### src/rtl/evtmr_pkg.sv
package evtmr_pkg;
  localparam int PRE_BITS = 6;
  localparam int CNT_BITS = 4;
  localparam int SYNC_DEPTH = 2;

  typedef enum logic {
    SRC_TIMER = 1'b0,
    SRC_EVENT = 1'b1
  } cnt_src_e;
endpackage

### src/rtl/evtmr_prescaler.sv
module evtmr_prescaler #(
  parameter int W = 6
) (
  input  logic         clk,
  input  logic         rst_n,
  input  logic         tick,
  output logic [W-1:0] pre,
  output logic         wrap
);
  localparam logic [W-1:0] TOP = {W{1'b1}};

  always_ff @(posedge clk or negedge rst_n) begin
    if (!rst_n) pre <= '0;
    else if (tick) pre <= pre + 1'b1;
  end

  assign wrap = tick && (pre == TOP);


  pre_step_chk: assert property (@(posedge clk) disable iff (!rst_n)
    tick |=> pre == W'($past(pre) + 1'b1));


  pre_hold_chk: assert property (@(posedge clk) disable iff (!rst_n)
    !tick |=> $stable(pre));
endmodule

### src/rtl/evtmr_edge_sync.sv
module evtmr_edge_sync #(
  parameter int STAGES = 2
) (
  input  logic clk,
  input  logic rst_n,
  input  logic din,
  output logic fall
);
  logic [STAGES-1:0] chain;
  logic              last;

  genvar g;
  generate
    for (g = 0; g < STAGES; g++) begin : g_stage
      if (g == 0) begin : g_first
        always_ff @(posedge clk or negedge rst_n) begin
          if (!rst_n) chain[0] <= 1'b0;
          else chain[0] <= din;
        end
      end else begin : g_next
        always_ff @(posedge clk or negedge rst_n) begin
          if (!rst_n) chain[g] <= 1'b0;
          else chain[g] <= chain[g-1];
        end
      end
    end
  endgenerate

  always_ff @(posedge clk or negedge rst_n) begin
    if (!rst_n) last <= 1'b0;
    else last <= chain[STAGES-1];
  end

  assign fall = last && !chain[STAGES-1];


  fall_single_chk: assert property (@(posedge clk) disable iff (!rst_n)
    fall |=> !fall);
endmodule

### src/rtl/evtmr_counter.sv
module evtmr_counter #(
  parameter int W = 4
) (
  input  logic         clk,
  input  logic         rst_n,
  input  logic         inc,
  input  logic         ld,
  input  logic [W-1:0] ld_val,
  input  logic         clr,
  output logic [W-1:0] cnt,
  output logic         ovf
);
  localparam logic [W-1:0] TOP = {W{1'b1}};

  logic rollover;
  assign rollover = inc && !ld && (cnt == TOP);

  always_ff @(posedge clk or negedge rst_n) begin
    if (!rst_n) cnt <= '0;
    else if (ld) cnt <= ld_val;
    else if (inc) cnt <= cnt + 1'b1;
  end

  always_ff @(posedge clk or negedge rst_n) begin
    if (!rst_n) ovf <= 1'b0;
    else if (rollover) ovf <= 1'b1;
    else if (clr) ovf <= 1'b0;
  end


  load_wins_chk: assert property (@(posedge clk) disable iff (!rst_n)
    ld |=> cnt == $past(ld_val));


  cnt_step_chk: assert property (@(posedge clk) disable iff (!rst_n)
    (inc && !ld) |=> cnt == W'($past(cnt) + 1'b1));


  ovf_sticky_chk: assert property (@(posedge clk) disable iff (!rst_n)
    (ovf && !clr) |=> ovf);


  ovf_set_chk: assert property (@(posedge clk) disable iff (!rst_n)
    (inc && !ld && cnt == TOP) |=> ovf && cnt == '0);
endmodule

### src/rtl/evtmr_top.sv
module evtmr_top
  import evtmr_pkg::*;
#(
  parameter int PW = PRE_BITS,
  parameter int CW = CNT_BITS,
  parameter int SD = SYNC_DEPTH
) (
  input  logic          clk,
  input  logic          rst_n,
  input  logic          cyc_stb,
  input  logic          halt,
  input  logic          ev_in,
  input  logic          mode_we,
  input  logic          mode_d,
  input  logic          ld_en,
  input  logic [CW-1:0] ld_val,
  input  logic          ovf_clr,
  output logic [PW-1:0] pre_o,
  output logic [CW-1:0] cnt_o,
  output logic          mode_o,
  output logic          ovf_o
);
  cnt_src_e src_q;
  logic     tick, pre_wrap, ev_fall, bump;

  assign tick = cyc_stb && !halt;

  always_ff @(posedge clk or negedge rst_n) begin
    if (!rst_n) src_q <= SRC_TIMER;
    else if (mode_we) src_q <= cnt_src_e'(mode_d);
  end

  evtmr_prescaler #(.W(PW)) u_pre (
    .clk(clk), .rst_n(rst_n), .tick(tick), .pre(pre_o), .wrap(pre_wrap)
  );

  evtmr_edge_sync #(.STAGES(SD)) u_sync (
    .clk(clk), .rst_n(rst_n), .din(ev_in), .fall(ev_fall)
  );

  assign bump = (src_q == SRC_EVENT) ? ev_fall : pre_wrap;

  evtmr_counter #(.W(CW)) u_cnt (
    .clk(clk), .rst_n(rst_n), .inc(bump), .ld(ld_en), .ld_val(ld_val),
    .clr(ovf_clr), .cnt(cnt_o), .ovf(ovf_o)
  );

  assign mode_o = (src_q == SRC_EVENT);


  halt_freeze_chk: assert property (@(posedge clk) disable iff (!rst_n)
    halt |=> $stable(pre_o));


  halt_event_chk: assert property (@(posedge clk) disable iff (!rst_n)
    (halt && mode_o && ev_fall && !ld_en) |=> cnt_o == CW'($past(cnt_o) + 1'b1));


  timer_idle_chk: assert property (@(posedge clk) disable iff (!rst_n)
    (!mode_o && !pre_wrap && !ld_en) |=> $stable(cnt_o));
endmodule

### config.mk
export PLATFORM = sky130hd
export DESIGN_NAME = evtmr_top
export DESIGN_NICKNAME = d
export VERILOG_FILES = /design/src/rtl/evtmr_pkg.sv /design/src/rtl/evtmr_prescaler.sv /design/src/rtl/evtmr_edge_sync.sv /design/src/rtl/evtmr_counter.sv /design/src/rtl/evtmr_top.sv
export SDC_FILE = /design/constraint.sdc
export NUM_CORES = 1
export LEC_CHECK = 0
export BUFFER_PORTS_ARGS = -buffer_cell sky130_fd_sc_hd__buf_4
export CAP_MARGIN = 20
export CORE_UTILIZATION = 41
export CTS_BUF_LIST = sky130_fd_sc_hd__clkbuf_16
export DETAILED_ROUTE_END_ITERATION = 8
export GPL_TIMING_DRIVEN = 0
export PLACE_DENSITY = 0.71
export SLEW_MARGIN = 40
export SYNTH_ARGS = -nofsm -noshare
export SYNTH_HDL_FRONTEND = slang
export SYNTH_SLANG_ARGS = --single-unit
### constraint.sdc
create_clock -name clk -period 1.3 [get_ports clk]
set_input_delay 0 -clock clk [delete_from_list [all_inputs] [get_ports clk]]
set_output_delay 0 -clock clk [all_outputs]
set_load 0.05 [all_outputs]
==> flow_summary.yaml <==
job:
  drv_cap: 0
sta:
  tightest_slew_ns: 0.413
  fin_crit_sh_pct: 106
  finalHoldViolCount: 0
  finalCriticalPeriod_ns: 1.38
  hold_ws_ns: 0.00605
  final_max_slew_viol_count: 0
  fin_setup_tns_ns: -0.229
  layout_setup_ws_ns: -0.0820
  maxSlewHeadroom_pct: 72.4
  final.setup_skew_ns: 0.00276
  grt_setup_unrepaired: "true"
  clock.fmax_ghz: 0.724
  setup_violations: 4
clock_tree:
  cts_num_sinks: 15
  cts_inserted_buffers: 3
  root_buffer: "clkbuf_16"
  cts_tree: "built"
  h-tree-depth: 1
  clock_latency_ns: 0.24
  cts.path.max_buffers: 2
  clkTransAtPathRegs_ns: 0.05
worst_setup_path:
  cp.arrival_ns: 1.50
  crit_type: "register to register"
  crit_chain: "ha_4, nand4b_4, o22ai_4, buf_4, xnor2_1, o21ai_1"
  timing.rr.start: "u_pre.pre[0]"
  cp.depth: 6
  rr_worst_depth: 6
  cp-start-kind: "register"
  cp.required_ns: 1.41
  critPathLaunch: "u_pre.pre[0]"
  critPathCapture: "u_cnt.cnt[0]"
  path_buf_inv: 1
  r2r_end: "u_cnt.cnt[0]"
  critPathMaxFanout: 7
  crit_family: "flip-flops"
  cp_slowest_cell: "dfrtp_2"
  max_stage_delay_ns: 0.38
  end_kind: "register"
  r2r_slack_ns: -0.08
grt:
  grt_usage_pct: 18.2
  met1_usage_pct: 20.8
  antenna_found_initial: 0
  grt_pass1_wl_um: 2400
  met3_usage_pct: 5.53
  grt_pass1_vias: 555
  grt.busiest_layer: "met2"
  grt.overflow.total: 0
  grt_start_max_net_pins: 16
  use_met2_pct: 31.2
layout:
  syn_to_final_growth_pct: 58.9
  nNetsFinal: 109
  antenna_cells: 0
  mostFrequentLayoutCell: "buf_4"
  drive_gt1_share_pct: 48.4
  final_cell_area_um2: 1080
  final_core_util_pct: 70.7
  final_cell_mix: "buf_4 (27), dfrtp_1 (9), dlygate4sd3_1 (6), dfrtp_2 (6), nand2_1 (5)"
  nFillCells: 127
worst_hold_path:
  hold_path_depth: 2
  min_path_type: "input pin to register"
pwr:
  intPower_mw: 1.37
  max-vdd-ir-drop_mv: 1.43
  combPwrFrac_pct: 40.7
  p_clk_share_pct: 26.3
  seqPwrFrac_pct: 33.0
  p_per_area_nw_per_um2: 2090
  p_sw_mw: 0.881
  power.leakage_nw: 0.515
  switching_share_pct: 39.2
outcome:
  status: "finished, violations left"
  violations: "setup timing"
floorplan:
  io_pins: 25
  core_region_area_um2: 1520
  die_w_um: 42.7
  die_y_um: 42.7
  row_count: 14
  start_util_pct: 44.5
  die_area_um2: 1820
drt:
  detail_route.iter0.violations: 6
  ant_nets: 0
  vias: 546
  drt_pass1_iterations: 4
  avgViaCountPerCell: 5.01
  drt-wirelength-per-cell_um: 13.4
  drt-total-wl_um: 1460
  drc: 0
logic_synthesis:
  yosysUniqueCellTypes: 21
  seq_area_frac_synth_pct: 55.4
  netlist_area_um2: 678
  yosys_most_used_dff: "dfrtp_1"
  syn_avg_cell_area_um2: 12.1
  syn_nets: 71
  synth.yosys.warnings: 0
  syn_inst: 56
  synth_edf_count: 0
  synth-async-reset-ratio_pct: 100
  synth.ff_latch_count: 15
place:
  gp_congestion: 0.704
  place_area_um2: 900
  port_buffers: 23
==> area by class of cell <==
type | count | area (µm²) | area share, %
sequential | 15 | 383 | 35.5
buffer | 1 | 3.75 | 0.348
clock buffer | 3 | 75.1 | 6.97
tap | 16 | 20.0 | 1.86
multi-input combinational | 37 | 317 | 29.4
clock inverter | 1 | 5.00 | 0.465
inverter | 3 | 11.3 | 1.05
timing repair buffer | 33 | 263 | 24.4
==> cells in the mapped netlist, types with 3 or more instances <==
cell type,count,share of area (%)
dfrtp_1,15,55
inv_1,3,1.7
nand2_1,5,2.8
nand4_1,3,2.8
xnor2_1,4,5.2
==> stage by stage <==
stage	std cells	total power [mW]	setup slack [ns]
3_5_place_dp	95	1.58	-0.128
6_report	109	2.25	-0.0820
4_1_cts	109	2.27	-0.0655
2_1_floorplan	56	1.31	-0.230
5_1_grt	109	2.35	-0.142
3_3_place_gp	95	1.55	-0.111
==> what timing repair did <==
action | CTS | global route
setup endpoints to repair | 4 | 4
hold buffers | 6 | 0
pin swaps | 3 | 0
endpoints found under the hold margin | 20 | 0
resized for setup | 3 | 0
setup buffers | 4 | 0
==> worst min-delay path by stage <==
| stage | endpoint | start |
|---|---|---|
| 4_1_cts | mode_o | mode_we |
| 5_1_grt | mode_o | mode_we |
| 2_1_floorplan | mode_o | rst_n |
| 3_5_place_dp | u_pre.pre[4] | rst_n |
| 3_3_place_gp | u_pre.pre[5] | rst_n |
| 6_report | mode_o | mode_we |
==> sequential cells by signal (all words and copies together) (netlist names) <==
register and cells:
u_cnt.ovf 1, u_cnt.cnt 4, u_sync.last 1, u_pre.pre 6, u_sync.chain 2, mode_o 1
==> logic make-up (layout without fill, tap and decap cells) <==
kind of cell | Yosys count | count (layout) | share of synthesized area (%)
AND/OR/NAND/NOR | 18 | 18 | 17.0
flip-flops | 15 | 15 | 55.4
AO/OA/AOI/OAI | 8 | 8 | 9.23
XOR/XNOR | 6 | 6 | 7.75
buffers and inverters | 4 | 41 | 2.21
multiplexers | 3 | 3 | 4.80
adder cells (fa/ha/maj) | 2 | 2 | 3.69
==> per-layer routing <==
layer | part of all wire [%] | vias up | routed length (µm)
li1 | - | 271 | -
met1 | 41 | 260 | 603
met2 | 54 | 15 | 795
met3 | 4.2 | 0 | 62
met4 | 0 | 0 | 0
met5 | 0 | - | 0
==> power groups by stage <==
stage	clock network, mW	logic (mW)	registers, mW
finish	0.591	0.915	0.741
global route	0.621	0.969	0.762
CTS	0.609	0.918	0.741
detailed placement	0	0.808	0.768
global placement	0	0.791	0.758
floorplan	0	0.201	1.11
==> worst reg2reg max path, delay by kind of cell (launching register included) <==
kind / cells / cell delay [ns]
buffers and inverters: 1 / 0.17
AOI/OAI and AO/OA: 2 / 0.34
DFF: 1 / 0.38
adders and majority gates: 1 / 0.15
xor gates and xnor gates: 1 / 0.12
and+or+nand+nor: 1 / 0.10
Power figures use the tool's default switching activity.
